## config.mk

```make
export PLATFORM = sky130hd
export DESIGN_NAME = vbclr_top
export DESIGN_NICKNAME = d
export VERILOG_FILES = /design/src/rtl/vbclr_pkg.sv /design/src/rtl/vbclr_decode.sv /design/src/rtl/vbclr_count.sv /design/src/rtl/vbclr_mask.sv /design/src/rtl/vbclr_top.sv
export SDC_FILE = /design/constraint.sdc
export NUM_CORES = 1
export LEC_CHECK = 0
export BUFFER_PORTS_ARGS = -buffer_cell sky130_fd_sc_hd__clkbuf_2
export CAP_MARGIN = 30
export CORE_AREA = 5 5 126 128
export CTS_CLUSTER_DIAMETER = 50
export DETAILED_ROUTE_END_ITERATION = 8
export DIE_AREA = 0 0 131 133
export SLEW_MARGIN = 5
export SYNTH_ARGS = -nofsm -noshare
export SYNTH_HDL_FRONTEND = slang
export SYNTH_SLANG_ARGS = --single-unit
```

## constraint.sdc

```tcl
create_clock -name clk -period 2.7 [get_ports clk]
set_input_delay 0.405 -clock clk [delete_from_list [all_inputs] [get_ports clk]]
set_output_delay 0.405 -clock clk [all_outputs]
set_load 0.01 [all_outputs]
```

## src/rtl/vbclr_pkg.sv

```systemverilog
package vbclr_pkg;

    parameter int unsigned LANES     = 16;
    parameter int unsigned BYTE_W    = 8;
    parameter int unsigned VEC_W     = LANES * BYTE_W;
    parameter int unsigned OPC_W     = 11;
    parameter int unsigned SRC_W     = 64;
    parameter int unsigned CNT_W     = 32;
    parameter int unsigned KEEP_W    = $clog2(LANES + 1);

    localparam logic [OPC_W-1:0] OPC_KEEP_RIGHT = 11'h18D;
    localparam logic [OPC_W-1:0] OPC_KEEP_LEFT  = 11'h1CD;

    typedef enum logic [1:0] {
        SEL_NONE  = 2'd0,
        SEL_RIGHT = 2'd1,
        SEL_LEFT  = 2'd2
    } sel_e;

    typedef struct packed {
        logic legal;
        sel_e sel;
    } dec_t;

    typedef struct packed {
        logic             valid;
        logic             illegal;
        logic [VEC_W-1:0] data;
    } res_t;

    // Saturate a signed count into the range 0..LANES.
    function automatic logic [KEEP_W-1:0] clamp_count(input logic signed [CNT_W-1:0] n);
        logic [KEEP_W-1:0] r;
        if (n > $signed(CNT_W'(LANES)))
            r = KEEP_W'(LANES);
        else if (n <= 0)
            r = '0;
        else
            r = n[KEEP_W-1:0];
        return r;
    endfunction

endpackage

```

## src/rtl/vbclr_decode.sv

```systemverilog
module vbclr_decode
    import vbclr_pkg::*;
#(
    parameter int unsigned OW = OPC_W
) (
    input  logic [OW-1:0] opcode,
    output dec_t          dec
);
    always_comb begin
        dec = '{legal: 1'b0, sel: SEL_NONE};
        if (opcode == OPC_KEEP_RIGHT)
            dec = '{legal: 1'b1, sel: SEL_RIGHT};
        else if (opcode == OPC_KEEP_LEFT)
            dec = '{legal: 1'b1, sel: SEL_LEFT};
    end
endmodule

```

## src/rtl/vbclr_count.sv

```systemverilog
module vbclr_count
    import vbclr_pkg::*;
#(
    parameter int unsigned SW = SRC_W,
    parameter int unsigned CW = CNT_W,
    parameter int unsigned KW = KEEP_W
) (
    input  logic [SW-1:0] count_in,
    output logic [KW-1:0] keep_n
);
    logic signed [CW-1:0] n_s;

    always_comb begin
        n_s    = $signed(count_in[CW-1:0]);
        keep_n = clamp_count(n_s);
    end
endmodule

```

## src/rtl/vbclr_mask.sv

```systemverilog
module vbclr_mask
    import vbclr_pkg::*;
#(
    parameter int unsigned NL = LANES,
    parameter int unsigned BW = BYTE_W,
    parameter int unsigned KW = KEEP_W
) (
    input  sel_e             sel,
    input  logic [KW-1:0]    keep_n,
    output logic [NL*BW-1:0] mask
);
    localparam int unsigned SUM_W = KW + 1;

    for (genvar g = 0; g < NL; g++) begin : g_lane
        logic keep_r, keep_l, keep;
        always_comb begin
            keep_r = (SUM_W'(keep_n) > SUM_W'(g));
            keep_l = (SUM_W'(keep_n) + SUM_W'(g)) >= SUM_W'(NL);
            unique case (sel)
                SEL_RIGHT: keep = keep_r;
                SEL_LEFT:  keep = keep_l;
                default:   keep = 1'b0;
            endcase
        end
        assign mask[g*BW +: BW] = {BW{keep}};
    end
endmodule

```

## src/rtl/vbclr_top.sv

```systemverilog
module vbclr_top
    import vbclr_pkg::*;
#(
    parameter bit REG_OUT = 1'b1
) (
    input  logic               clk,
    input  logic               rst,
    input  logic               in_valid,
    input  logic [OPC_W-1:0]   opcode,
    input  logic [VEC_W-1:0]   vec_in,
    input  logic [SRC_W-1:0]   count_in,
    output logic               out_valid,
    output logic [VEC_W-1:0]   vec_out,
    output logic               illegal_op
);
    dec_t              dec;
    logic [KEEP_W-1:0] keep_n;
    logic [VEC_W-1:0]  mask;
    res_t              res_c;

    vbclr_decode u_dec (
        .opcode (opcode),
        .dec    (dec)
    );

    vbclr_count u_cnt (
        .count_in (count_in),
        .keep_n   (keep_n)
    );

    vbclr_mask u_mask (
        .sel    (dec.sel),
        .keep_n (keep_n),
        .mask   (mask)
    );

    always_comb begin
        res_c.valid   = in_valid;
        res_c.illegal = in_valid & ~dec.legal;
        res_c.data    = (in_valid && dec.legal) ? (vec_in & mask) : '0;
    end

    if (REG_OUT) begin : g_reg
        res_t res_q;
        always_ff @(posedge clk) begin
            if (rst)
                res_q <= '0;
            else
                res_q <= res_c;
        end
        assign out_valid  = res_q.valid;
        assign illegal_op = res_q.illegal;
        assign vec_out    = res_q.data;
    end else begin : g_comb
        assign out_valid  = res_c.valid;
        assign illegal_op = res_c.illegal;
        assign vec_out    = res_c.data;
    end
endmodule

```

# After elaboration in Yosys (flattened, before gate mapping)
# Index checks and enable logic that the tools add are counted.
[word_totals] ramBits=0 elab_cells=82 in_bits=206 output_inout_bits=130 regBits=130 mem_count=0 latch_bits=0 romBits=0
[op_classes] n_div=0 muxes=20 eq_ne=4 mul=0 n_addsub=15 bitwise_logic=4 shift=0 magnitude_cmp=34 n_reduce_logical=2
[ops] cell="bitwise AND 128 bit" count=1
[ops] cell="greater-or-equal comparator 6 x 5 -> 1 bit, second input constant" count=15
[ops] cell="adder 5 x 4 -> 6 bit, second input constant" count=8
[ops] cell="> comparator 5 x 4 -> 1 bit, second input constant" count=8
[ops] cell="> comparator 32 x 6 -> 1 bit, second input constant" count=1
[ops] cell="<= comparator 32 x 1 -> 1 bit, second input constant" count=1
[ops] cell="one-hot mux 1 bit (2 select lines)" count=16
[ops] cell="adder 5 x 3 -> 6 bit, second input constant" count=4
[ops] cell="== test 11 x 9 -> 1 bit, second input constant" count=2
[ops] cell="> comparator 5 x 3 -> 1 bit, second input constant" count=4
[ops] cell="adder 5 x 2 -> 6 bit, second input constant" count=2
[ops] cell="> comparator 5 x 1 -> 1 bit, second input constant" count=2
[ops] cell="> comparator 5 x 2 -> 1 bit, second input constant" count=2
[ops] cell="two-way mux 5 bit" count=2
[ops] cell="adder 5 x 1 -> 6 bit, second input constant" count=1
[ops] cell="two-way mux 3 bit" count=2
[ops] cell="greater-or-equal comparator 5 bit, second input constant" count=1
[ops] cell="== test 2 x 1 -> 1 bit, second input constant" count=1
[ops] cell="== test 2 bit, second input constant" count=1
[ops] cell="NOT 1 bit" count=2
[ops] cell="OR reduction 2 bit" count=1
[ops] cell="bitwise AND 1 bit" count=1
[ops] cell="logical AND 1 bit" count=1

# Longest topological paths before layout
# Gate-level depths: netlist (run 1).
[logic_depth] depth_word=7 mapped_depth=10 depth_no_buf=9

# By module
# From an unflattened synthesis (run 1), not the netlist that was laid out.
[unflattened] hier_cells=490 area_unflattened_um2=5196.2
[by_module_without_submodules] mod="vbclr_top" seq_area_each_um2=2602.5 n_inst=1 cells_each=275 area_each_um2=3632.2
[by_module_without_submodules] mod="vbclr_mask" seq_area_each_um2=0.0 n_inst=1 cells_each=189 area_each_um2=1346.3
[by_module_without_submodules] mod="vbclr_count" seq_area_each_um2=0.0 n_inst=1 cells_each=18 area_each_um2=140.1
[by_module_without_submodules] mod="vbclr_decode" seq_area_each_um2=0.0 n_inst=1 cells_each=8 area_each_um2=77.6

# Worst setup path before layout (run 1)
# No wires, ideal clock.
[synth_timing] path_kind="input to register" startpoint="input count_in[14]" endpoint="register g_reg.res_q (netlist bit vec_out[10])" stages=10 path_buffers=1 slack_ps=212 t_arrival_ps=2371 required_ps=2584 setup_time_ps=116 path_cell_list="nor4_1 nand4_1 or2_0 clkbuf_1 nor3_1 ha_1 nand2b_1 nor3_1 or4b_4 and4_1"
[synth_between] elab_chain_len=7 elab_cells_between_ends=9 classes_between="add/sub (1); order compare (4); mux (3); bitwise (1)"
[synth_lines] element="start, declared" line_no="vbclr_top.sv:11" rtl="input logic [SRC_W-1:0] count_in,"
[synth_lines] element="<= comparator 32 x 1 -> 1 bit" line_no="vbclr_pkg.sv:36" rtl="else if (n <= 0)"
[synth_lines] element="two-way mux 5 bit" line_no="vbclr_pkg.sv:36"
[synth_lines] element="two-way mux 5 bit *" line_no="vbclr_pkg.sv:34" rtl="if (n > $signed(CNT_W'(LANES)))"
[synth_lines] element="adder 5 x 1 -> 6 bit" line_no="vbclr_mask.sv:18" rtl="keep_l = (SUM_W'(keep_n) + SUM_W'(g)) >= SUM_W'(NL);"
[synth_lines] element="greater-or-equal comparator 6 x 5 -> 1 bit" line_no="vbclr_mask.sv:18"
[synth_lines] element="one-hot mux 1 bit (2 select lines) *" line_no="vbclr_mask.sv:19" rtl="unique case (sel)"
[synth_lines] element="bitwise AND 128 bit *" line_no="vbclr_top.sv:40" rtl="res_c.data = (in_valid && dec.legal) ? (vec_in & mask) : '0;"
[synth_lines] element="end signal, assigned" line_no="vbclr_top.sv:49" rtl="res_q <= res_c;"
[synth_lines] element="end, declared" line_no="vbclr_top.sv:44" rtl="res_t res_q;"
# Mark *: on every way between the ends. The rest lies on a longest branch, timed or not.
# A chain may end at the register's enable or synchronous reset.

# Worst setup path in the final report (run 1)
[layout_timing] startpoint="input count_in[28]" endpoint="register g_reg.res_q (netlist bit vec_out[8])"
# Same word-level chain as after synthesis.

==> metrics.md, run 1 <==
| Metric | Value |
|---|---|
| Final Max Slew Viols | `0` |
| Fin area | `between 6000 and 7000 µm²` |
| Post-CTS Hold Fix Bufs | `0` |
| Vias | `3772` |
| Synth cell types | `39` |
| Clock transition at path regs | `0.05 ns` |
| DR pass1 iterations | `4` |
| CTS tree | `done` |
| Fin. Hold Viols | `0` |
| Iter 0 DRT Violations | `111` |
| Buffers added on ports | `303` |
| Period utilization | `0.881` |
| Largest net degree at the start of global routing | `20` |
| Syn_nets | `584` |
| Final Worst Setup Slack | `0.322 ns` |
| Routability congestion estimate | `0.829` |
| Worst hold slack | `between 0.15 and 0.2 ns` |
| Die Ht | `133 µm` |
| Total wire length | `12900 µm` |
| Outcome | `complete, no violations` |
| Post-detail-place hpwl | `10600 µm` |
| Element type at the critical path start | `input port` |
| CTS sink cnt | `130` |
| Type of the most critical hold path | `input port to register` |
| Critical path class | `input port to register` |
| Layout cells sized above 1 | `0.499` |
| Max VDD drop | `0.343 mV` |
| Worst Setup Slack post-DPL | `-0.124 ns` |
| Placed inst area | `5850 µm²` |
| Root Driver | `clkbuf_16` |
| Postcts setup bufs | `0` |
| H-tree depth | `4` |
| RSZ-0062 raised after global routing | `no` |
| CP endpoint kind | `register` |
| All-Layer GR Usage | `0.148` |
| Final setup viols | `0` |
| Area grow syn2layout | `58.9%` |
| Row Count | `45` |
| Worst Tran Pin Value | `0.755 ns` |
| Seq cells post-synth | `130` |
| Relative slew slack | `0.491` |
| Num ports | `336` |
| Number of global-route vias before repair | `4006` |
| Sequential fraction of the synthesis area | `0.645` |
| DR vias/cell | `approximately 4.2` |
| Syn_area_per_cell | `10.7 µm²` |
| Number of gates resized after cts | `0` |
| Max-cap violations | `0` |
| Remaining DRCs | `0` |
| Leak | `approximately 0.0034 µW` |
| GR Overflow Total | `0` |
| Core Box Area | `roughly 15000 µm²` |
| CP arrival | `2.67 ns` |
| Initial core utilization | `0.273` |
| Pwr Density | `659 nW/µm²` |
| Clock Tree Buf Depth | `2` |
| CP Max Fanout | `8` |
| DIE AREA | `17400 µm²` |
| Nets | `908` |
| Min cycle time layout | `2.38 ns` |
| Mapped Cells | `about 380` |
| Yosys warns | `0` |
| First-pass GRT wire length | `19700 µm` |
| Required @ worst endpoint | `2.99 ns` |
| Routed len/inst | `14.3 µm` |
| Ant. Diodes | `0` |
| Total CTS buffers | `17` |
| Die width | `131 µm` |
| Max Fclk | `0.421 GHz` |
| Mapped cell area | `4030 µm²` |
| Antenna Nets Post-Route | `0` |
| Initial antenna violation count | `0` |
-- per-layer routing --
layer | up-vias | GRT usage | wire [µm]
met4 | 0 | 0.0606 | 235
met1 | 1695 | 0.156 | 4790
met5 | - | 0 | 0
li1 | 1889 | - | -
met2 | 175 | 0.259 | 6610
met3 | 13 | 0.0589 | 1250
-- stage by stage --
stage               setup TNS [ns]  instances  utilization  total power [µW]
floorplan                        0        377            -              2010
global placement            -0.110        870        0.397              2140
detailed placement          -0.919        870        0.397              2150
CTS                              0        902        0.434              4300
global route                     0        902        0.434              4420
finish                           0        902        0.434              4220
-- registers in the layout, summed over array words and instances (netlist names) --
register	cells
illegal_op	1
vec_out	128
out_valid	1
-- cell families (layout without fill, tap and decap cells) --
family / count (synthesis) / in the layout / share of synthesized area
buf+inv: 38 / 375 / 0.0357
compound gates: 37 / 37 / 0.0651
flops: 130 / 130 / 0.645
fa+ha+maj: 1 / 1 / 0.00310
simple gates: 171 / 171 / 0.251
-- cell usage after synthesis, drive strengths merged --
library cell,instances,area (µm²)
inv,25,93.8
o31ai,5,37.5
ha,1,12.5
nand2b,3,18.8
o2111ai,1,8.76
or3b,1,8.76
a31oi,5,56.3
or4b,1,13.8
nand4bb,1,11.3
clkinv,1,3.75
nor3,5,25.0
nand4b,1,8.76
a211o,1,8.76
a31o,1,8.76
buf,1,5.00
or2,3,18.8
a311oi,1,8.76
o22ai,2,12.5
nand3,3,15.0
a21oi,4,20.0
o21a,3,22.5
o2bb2ai,1,8.76
dfxtp,130,2600
clkbuf,11,41.3
a21boi,1,7.51
o21ai,11,55.1
or3,2,12.5
and3,17,106
nand4,2,12.5
and4,8,70.1
nor2b,1,6.26
nand2,5,18.8
and2,81,507
nor4,8,50.1
nor2,29,109
a21o,1,7.51
-- worst paths after layout --
path	from	cells after the start	to	slack (ns)
worst max-delay path	count_in[28]	10	vec_out[8]	0.32
worst min-delay path	vec_in[46]	3	vec_out[46]	0.19
-- cell type report --
| class | instances | area (µm²) |
|---|---|---|
| Clock inverter | 10 | 83.8 |
| Inverter | 26 | 97.6 |
| Sequential cell | 130 | 2600 |
| Clock buffer | 22 | 474 |
| Timing Repair Buffer | 317 | 1620 |
| Multi-Input combinational cell | 209 | 1290 |
| Fill cell | 1402 | 8340 |
| Tap cell | 188 | 235 |
-- cells in the final DEF (no fill, tap or decap), types with 4 or more instances in the layout --
cell	netlist	final
nand2_1	5	5
clkbuf_16	0	17
inv_1	25	25
buf_4	0	14
dfxtp_1	130	130
o31ai_1	5	5
o21ai_0	9	9
clkinv_2	0	6
and3_1	17	17
nor4_1	8	7
and4_1	8	8
a31oi_2	4	4
nor3_1	5	5
nor2_1	29	29
a21oi_1	4	4
clkbuf_2	0	303
and2_1	81	81
-- worst max-delay path, cell delays in order --
cell      delay [ns]
clkbuf_2        0.09
nor4_1          0.33
nand4_1         0.22
or2_0           0.33
nor3_1          0.22
ha_1            0.15
nand2b_1        0.11
nor3_1          0.06
or4b_4          0.54
and4_1          0.22
-- power by group --
part	internal [µW]	total (µW)	switching, µW
sequential	1920	1920	0.367
clock	1330	2120	789
combinational	109	183	74.7
total	3360	4220	864
(Power assumes the default switching activity.)
==> run 2, diff against run 1 <==
Settings changed: CORE_AREA 5 5 126 128 to 2 2 129 131.
Clock period 2.7 ns to 3 ns, I/O delays scaled along.
==> run 2 against run 1 <==
Net effect:
- clock power is 2% lower
- sequential cell count stayed put
- critical path depth did not move
- sequential power shrank 9.9%
- wire length decreased by 7.1%
- clock-buffer cell count increased by 1
- critical path type unchanged
==> metrics.md, run 2 (synthesis gave the netlist of run 1 again) <==
| Metric | Value |
|---|---|
| Outcome | `complete, no violations (unchanged)` |
| Total wire length | `12000 µm (was 12900 µm)` |
| DR vias/cell | `4.02 (was 4.18)` |
| CP endpoint kind | `register (unchanged)` |
| Type of the most critical hold path | `input port to register (unchanged)` |
| Met3 WL | `995 µm (was 1250 µm)` |
| Max-cap violations | `0 (unchanged)` |
| Setup_tns | `0 ns (unchanged)` |
| Num ports | `336 (unchanged)` |
| Remaining DRCs | `0 (unchanged)` |
| Post-layout util | `0.401 (was 0.434)` |
| Buffers & Inverters on Critical Path | `1 (unchanged)` |
| Min-Delay Path Depth | `3 (unchanged)` |
| Largest net degree at the start of global routing | `21 (was 20)` |
| M1 wire length | `4650 µm (was 4790 µm)` |
| Max VDD drop | `0.344 mV (was 0.343 mV)` |
| First-pass GRT wire length | `18000 µm (was 19700 µm)` |
| CTS sink cnt | `130 (unchanged)` |
| Clock transition at path regs | `0.06 ns (was 0.05 ns)` |
| Placed inst area | `5880 µm² (was 5850 µm²)` |
| Fin area | `6480 µm² (was 6410 µm²)` |
| WL met2 | `6090 µm (was 6610 µm)` |
| All-Layer GR Usage | `0.138 (was 0.148)` |
| CP top delay family | `simple AND/OR/NAND/NOR gates (unchanged)` |
| Routed len/inst | `12.8 µm (was 14.3 µm)` |
| Root Driver | `clkbuf_16 (unchanged)` |
| HP Start | `vec_in[40] (was vec_in[46])` |
| Clock Tree Buf Depth | `2 (unchanged)` |
| Min cycle time layout | `between 2 and 3 ns` |
| Relative slew slack | `0.443 (was 0.491)` |
| DR pass1 iterations | `4 (unchanged)` |
| Initial core utilization | `0.249 (was 0.273)` |
| Number of gates resized after cts | `0 (unchanged)` |
| Die width | `131 µm (unchanged)` |
| Max Fclk | `0.393 GHz` |
| Post-CTS Hold Fix Bufs | `0 (unchanged)` |
| Total CTS buffers | `17 (unchanged)` |
| Crit-path most repeated cell | `nor3_1 (unchanged)` |
| DIE AREA | `17400 µm² (unchanged)` |
| Slowest CP cell | `or4b_4 (unchanged)` |
| Pwr Density | `611 nW/µm² (was 659 nW/µm²)` |
| Final Max Slew Viols | `0 (unchanged)` |
| Leak | `0.00341 µW (was 0.00340 µW)` |
| Most frequent cells in the layout | `clkbuf_2, dfxtp_1, and2_1 (unchanged)` |
| Routability congestion estimate | `0.756 (was 0.829)` |
| Element type at the critical path start | `input port (unchanged)` |
| Fin. Hold Viols | `0 (unchanged)` |
| Ant. Diodes | `0 (unchanged)` |
| Core Box Area | `16200 µm² (was 14800 µm²)` |
| Cell breakdown of the critical path | `clkbuf_2 -> nor4_1 -> nand4_1 -> or2_0 -> nor3_1 -> ha_1 -> nand2b_1 -> nor3_1 -> or4b_4 -> and4_1 (unchanged)` |
| Post-detail-place hpwl | `9650 µm (was 10600 µm)` |
| CTS tree | `done (unchanged)` |
| Required @ worst endpoint | `3.30 ns (was 2.99 ns)` |
| Hold Path Sink | `vec_out[40] (was vec_out[46])` |
| CP Max Fanout | `8 (unchanged)` |
| CP peak stage delay | `0.55 ns (was 0.54 ns)` |
| Area of the multi-input gates | `1290 µm² (unchanged)` |
| Final setup viols | `0 (unchanged)` |
| Top Layer Used | `met4 (unchanged)` |
| Row Count | `47 (was 45)` |
| Area grow syn2layout | `60.7% (was 58.9%)` |
| GR Overflow Total | `0 (unchanged)` |
| Fin cells | `933 (was 902)` |
| FF+latch area | `2600 µm² (unchanged)` |
| CP arrival | `2.84 ns (was 2.67 ns)` |
| Most common cell after layout, fill and taps aside | `clkbuf_2 (unchanged)` |
| Max reg flops | `128 (unchanged)` |
| Period utilization | `0.849` |
| Worst hold slack | `0.233 ns (was 0.194 ns)` |
| Initial antenna violation count | `0 (unchanged)` |
| Iter 0 DRT Violations | `133 (was 111)` |
| Placed Cells | `901 (was 870)` |
| Layout cells sized above 1 | `0.495 (was 0.499)` |
| Postcts setup bufs | `0 (unchanged)` |
| H-tree depth | `4 (unchanged)` |
| Critical path class | `input port to register (unchanged)` |
| Antenna Nets Post-Route | `0 (unchanged)` |
| FILL cells | `1656 (was 1402)` |
| Worst Tran Pin Value | `0.827 ns (was 0.755 ns)` |
| RSZ-0062 raised after global routing | `no (unchanged)` |
| Buffers added on ports | `303 (unchanged)` |
| Die Ht | `133 µm (unchanged)` |
| Nets | `907 (was 908)` |
| Vias | `3753 (was 3772)` |
| Number of global-route vias before repair | `3657 (was 4006)` |
[run 2: cell types whose count changed in the layout (fill, tap and decap cells not counted), sizes merged]
cell and delta:
buf -1, clkinv -2, clkinvlp -1, clkbuf +1, bufinv +2
[run 2: area by class of cell]
cell class,count,area share
Timing Repair Buffer,316,0.249
Tap cell,220,0.0425
Sequential cell,130,0.402
Multi-Input combinational cell,209,0.200
Clock buffer,23,0.0722
Inverter,26,0.0151
Clock inverter,9,0.0201
[run 2: how the worst max path moves through the flow]
stage	to	depth (start not counted)	slack, ns	startpoint
floorplan	vec_out[10]	10	0.47	count_in[14]
global placement	vec_out[11]	10	0.05	count_in[23]
detailed placement	vec_out[12]	10	0.02	count_in[23]
CTS	vec_out[12]	10	0.45	count_in[23]
global route	vec_out[12]	10	0.27	count_in[23]
finish	vec_out[12]	10	0.45	count_in[23]
[run 2: per-stage QoR]
step                      setup WS, ns  total power (µW)
after floorplan                  0.467              1810
after global placement          0.0510              1930
after detailed placement        0.0168              1930
after CTS                        0.455              4030
after global routing             0.270              4120
final                            0.453              3960
[run 2: power by group]
| part | internal [µW] | total, µW | leakage [µW] | switching [µW] |
|---|---|---|---|---|
| sequential | 1730 | 1730 | 0.00105 | 0.312 |
| combinational | 96.6 | 160 | 0.00207 | 63.1 |
| clock | 1350 | 2070 | 0.000291 | 723 |
[run 2: per-layer routing]
metal  vias up  global-route usage
li1       1889                   -
met1      1649               0.141
met2       191               0.244
met3        24              0.0526
met4         0              0.0621
met5         -                   0
==> run 3, diff against run 2 <==
Settings changed: CORE_AREA 2 2 129 131 to 2 2 130 132, DIE_AREA 0 0 131 133 to 0 0 132 134.
Clock period 3 ns to 2.2 ns, I/O delays scaled along.
==> run 3 against run 2 <==
Net effect:
- worst hold slack got worse by 0.12 ns
- sequential power increased by 36%
- die area increased by 1.5%
- setup slack got worse by 0.32 ns
- combinational power increased by 52%
- sequential cell count unchanged
- largest cell class unchanged
- clock-buffer cell count decreased by 2
- global-route usage increased by 0.051 points
- critical endpoint is now vec_out[10]
- total power increased by 48%
==> metrics.md, run 3 (synthesis gave the netlist of run 1 again) <==
| Metric | Value |
|---|---|
| DR vias/cell | `4.00 (was 4.02)` |
| Initial core utilization | `0.248 (was 0.249)` |
| Total CTS buffers | `17 (unchanged)` |
| First-pass GRT wire length | `18600 µm (was 18000 µm)` |
| FILL cells | `1667 (was 1656)` |
| DIE AREA | `17700 µm² (was 17400 µm²)` |
| Period utilization | `0.941` |
| Num ports | `336 (unchanged)` |
| H-tree depth | `4 (unchanged)` |
| Routed len/inst | `12.9 µm (was 12.8 µm)` |
| Iter 0 DRT Violations | `125 (was 133)` |
| Root Driver | `clkbuf_16 (unchanged)` |
| Most frequent cells in the layout | `clkbuf_2, dfxtp_1, and2_1 (unchanged)` |
| Required @ worst endpoint | `2.50 ns (was 3.30 ns)` |
| Max Fclk | `0.483 GHz` |
| Worst Setup Slack post-DPL | `-0.664 ns (was 0.0168 ns)` |
| Final setup viols | `0 (unchanged)` |
| Nets | `920 (was 907)` |
| Post-CTS Hold Fix Bufs | `0 (unchanged)` |
| Leak | `0.00353 µW (was 0.00341 µW)` |
| Postcts setup bufs | `0 (unchanged)` |
| Cell breakdown of the critical path | `clkbuf_2 -> nor4_4 -> nand4_1 -> or2_4 -> nor3_2 -> ha_1 -> nand2b_1 -> nor3_1 -> or4b_4 -> and4_1 (was clkbuf_2 -> nor4_1 -> nand4_1 -> or2_0 -> nor3_1 -> ha_1 -> nand2b_1 -> nor3_1 -> or4b_4 -> and4_1)` |
| Slowest CP cell | `or4b_4 (unchanged)` |
| GR Overflow Total | `0 (unchanged)` |
| Routability congestion estimate | `0.753 (was 0.756)` |
| Min-Delay Path Depth | `3 (unchanged)` |
| Max-cap violations | `0 (unchanged)` |
| RSZ-0062 raised after global routing | `no (unchanged)` |
| Fin cells | `946 (was 933)` |
| Type of the most critical hold path | `input port to register (unchanged)` |
| Worst Setup SP | `count_in[23] (unchanged)` |
| Vias | `3780 (was 3753)` |
| CTS tree | `done (unchanged)` |
| Number of global-route vias before repair | `3676 (was 3657)` |
| Clock transition at path regs | `0.06 ns (about the same)` |
| Post-detail-place hpwl | `9740 µm (was 9650 µm)` |
| Largest net degree at the start of global routing | `20 (was 21)` |
| Worst Tran Pin Value | `0.581 ns (was 0.827 ns)` |
| Total wire length | `12200 µm (was 12000 µm)` |
| CTS sink cnt | `130 (unchanged)` |
| Fin. Hold Viols | `0 (unchanged)` |
| Buffers added on ports | `303 (unchanged)` |
| Min cycle time layout | `roughly 2.1 ns` |
| Core Box Area | `16300 µm² (was 16200 µm²)` |
| Most common cell after layout, fill and taps aside | `clkbuf_2 (unchanged)` |
| Clock Tree Buf Depth | `2 (unchanged)` |
| CP arrival | `2.37 ns (was 2.84 ns)` |
| Outcome | `complete, no violations (unchanged)` |
| Ant. Diodes | `0 (unchanged)` |
| Final Worst Setup Slack | `0.130 ns (was 0.453 ns)` |
| DR pass1 iterations | `4 (unchanged)` |
| Initial antenna violation count | `0 (unchanged)` |
| Relative slew slack | `0.613 (was 0.443)` |
| Row Count | `47 (unchanged)` |
| CP Max Fanout | `8 (unchanged)` |
| Element type at the critical path start | `input port (unchanged)` |
| Die width | `132 µm (was 131 µm)` |
| Layout cells sized above 1 | `0.522 (was 0.495)` |
| All-Layer GR Usage | `0.138 (about the same)` |
| Max VDD drop | `0.507 mV (was 0.344 mV)` |
| Pwr Density | `865 nW/µm² (was 611 nW/µm²)` |
| CP endpoint kind | `register (unchanged)` |
| Final Max Slew Viols | `0 (unchanged)` |
| Max reg flops | `128 (unchanged)` |
| HP Start | `vec_in[43] (was vec_in[40])` |
| Area grow syn2layout | `68.1% (was 60.7%)` |
| Die Ht | `134 µm (was 133 µm)` |
| Antenna Nets Post-Route | `0 (unchanged)` |
| CP peak stage delay | `0.54 ns (was 0.55 ns)` |
| Area of the multi-input gates | `1400 µm² (was 1290 µm²)` |
| FF+latch area | `2600 µm² (unchanged)` |
| Critical path class | `input port to register (unchanged)` |
| Remaining DRCs | `0 (unchanged)` |
| Placed Cells | `915 (was 901)` |
==> run 3: area by class of cell <==
| type | instances | area share |
|---|---|---|
| inverter | 26 | 0.0144 |
| clock inverter | 11 | 0.0328 |
| tap | 220 | 0.0406 |
| clock buffer | 21 | 0.0694 |
| timing repair buffer | 329 | 0.252 |
| multi-input combinational | 209 | 0.207 |
| sequential | 130 | 0.384 |
==> run 3: critical path, delay by kind of cell <==
kind                       cells  cell delay [ns]
adders and majority gates      1             0.13
buffers and inverters          1             0.10
and+or+nand+nor                8             1.81
==> run 3: path summary, 6_finish.rpt <==
check	end	slack (ns)
worst min-delay path	vec_out[43]	0.11
worst max-delay path	vec_out[10]	0.13
==> run 3: timing repair <==
item                                   in CTS  in global routing
resized for setup                           5                  8
setup endpoints to repair                  16                 16
pin swaps                                   0                  6
cloned                                      0                  0
endpoints found under the hold margin       0                  0
==> run 3: per-stage QoR <==
stage	power, µW	utilization	setup TNS, ns	hold WS (ns)	instance area [µm²]
finish	5870	0.416	0	0.111	6780
floorplan	2470	-	-1.28	0.442	4070
global placement	2640	0.369	-11.11	0.529	6020
detailed placement	2640	0.369	-11.63	0.531	6020
CTS	5960	0.413	0	0.0826	6740
global route	6120	0.416	0	0.0905	6780
==> run 3: metal layers <==
layer / global-route usage / up-vias / routed length [µm]
li1: - / 1910 / -
met1: 0.149 / 1661 / 4830
met2: 0.237 / 191 / 6170
met3: 0.0548 / 18 / 969
met4: 0.0652 / 0 / 266
met5: 0 / - / 0
==> run 3: power by group <==
| group | switching (µW) | internal, µW | leakage (µW) |
|---|---|---|---|
| registers | 0.451 | 2360 | 0.00105 |
| logic | 101 | 143 | 0.00215 |
| clock network | 1040 | 2230 | 0.000334 |
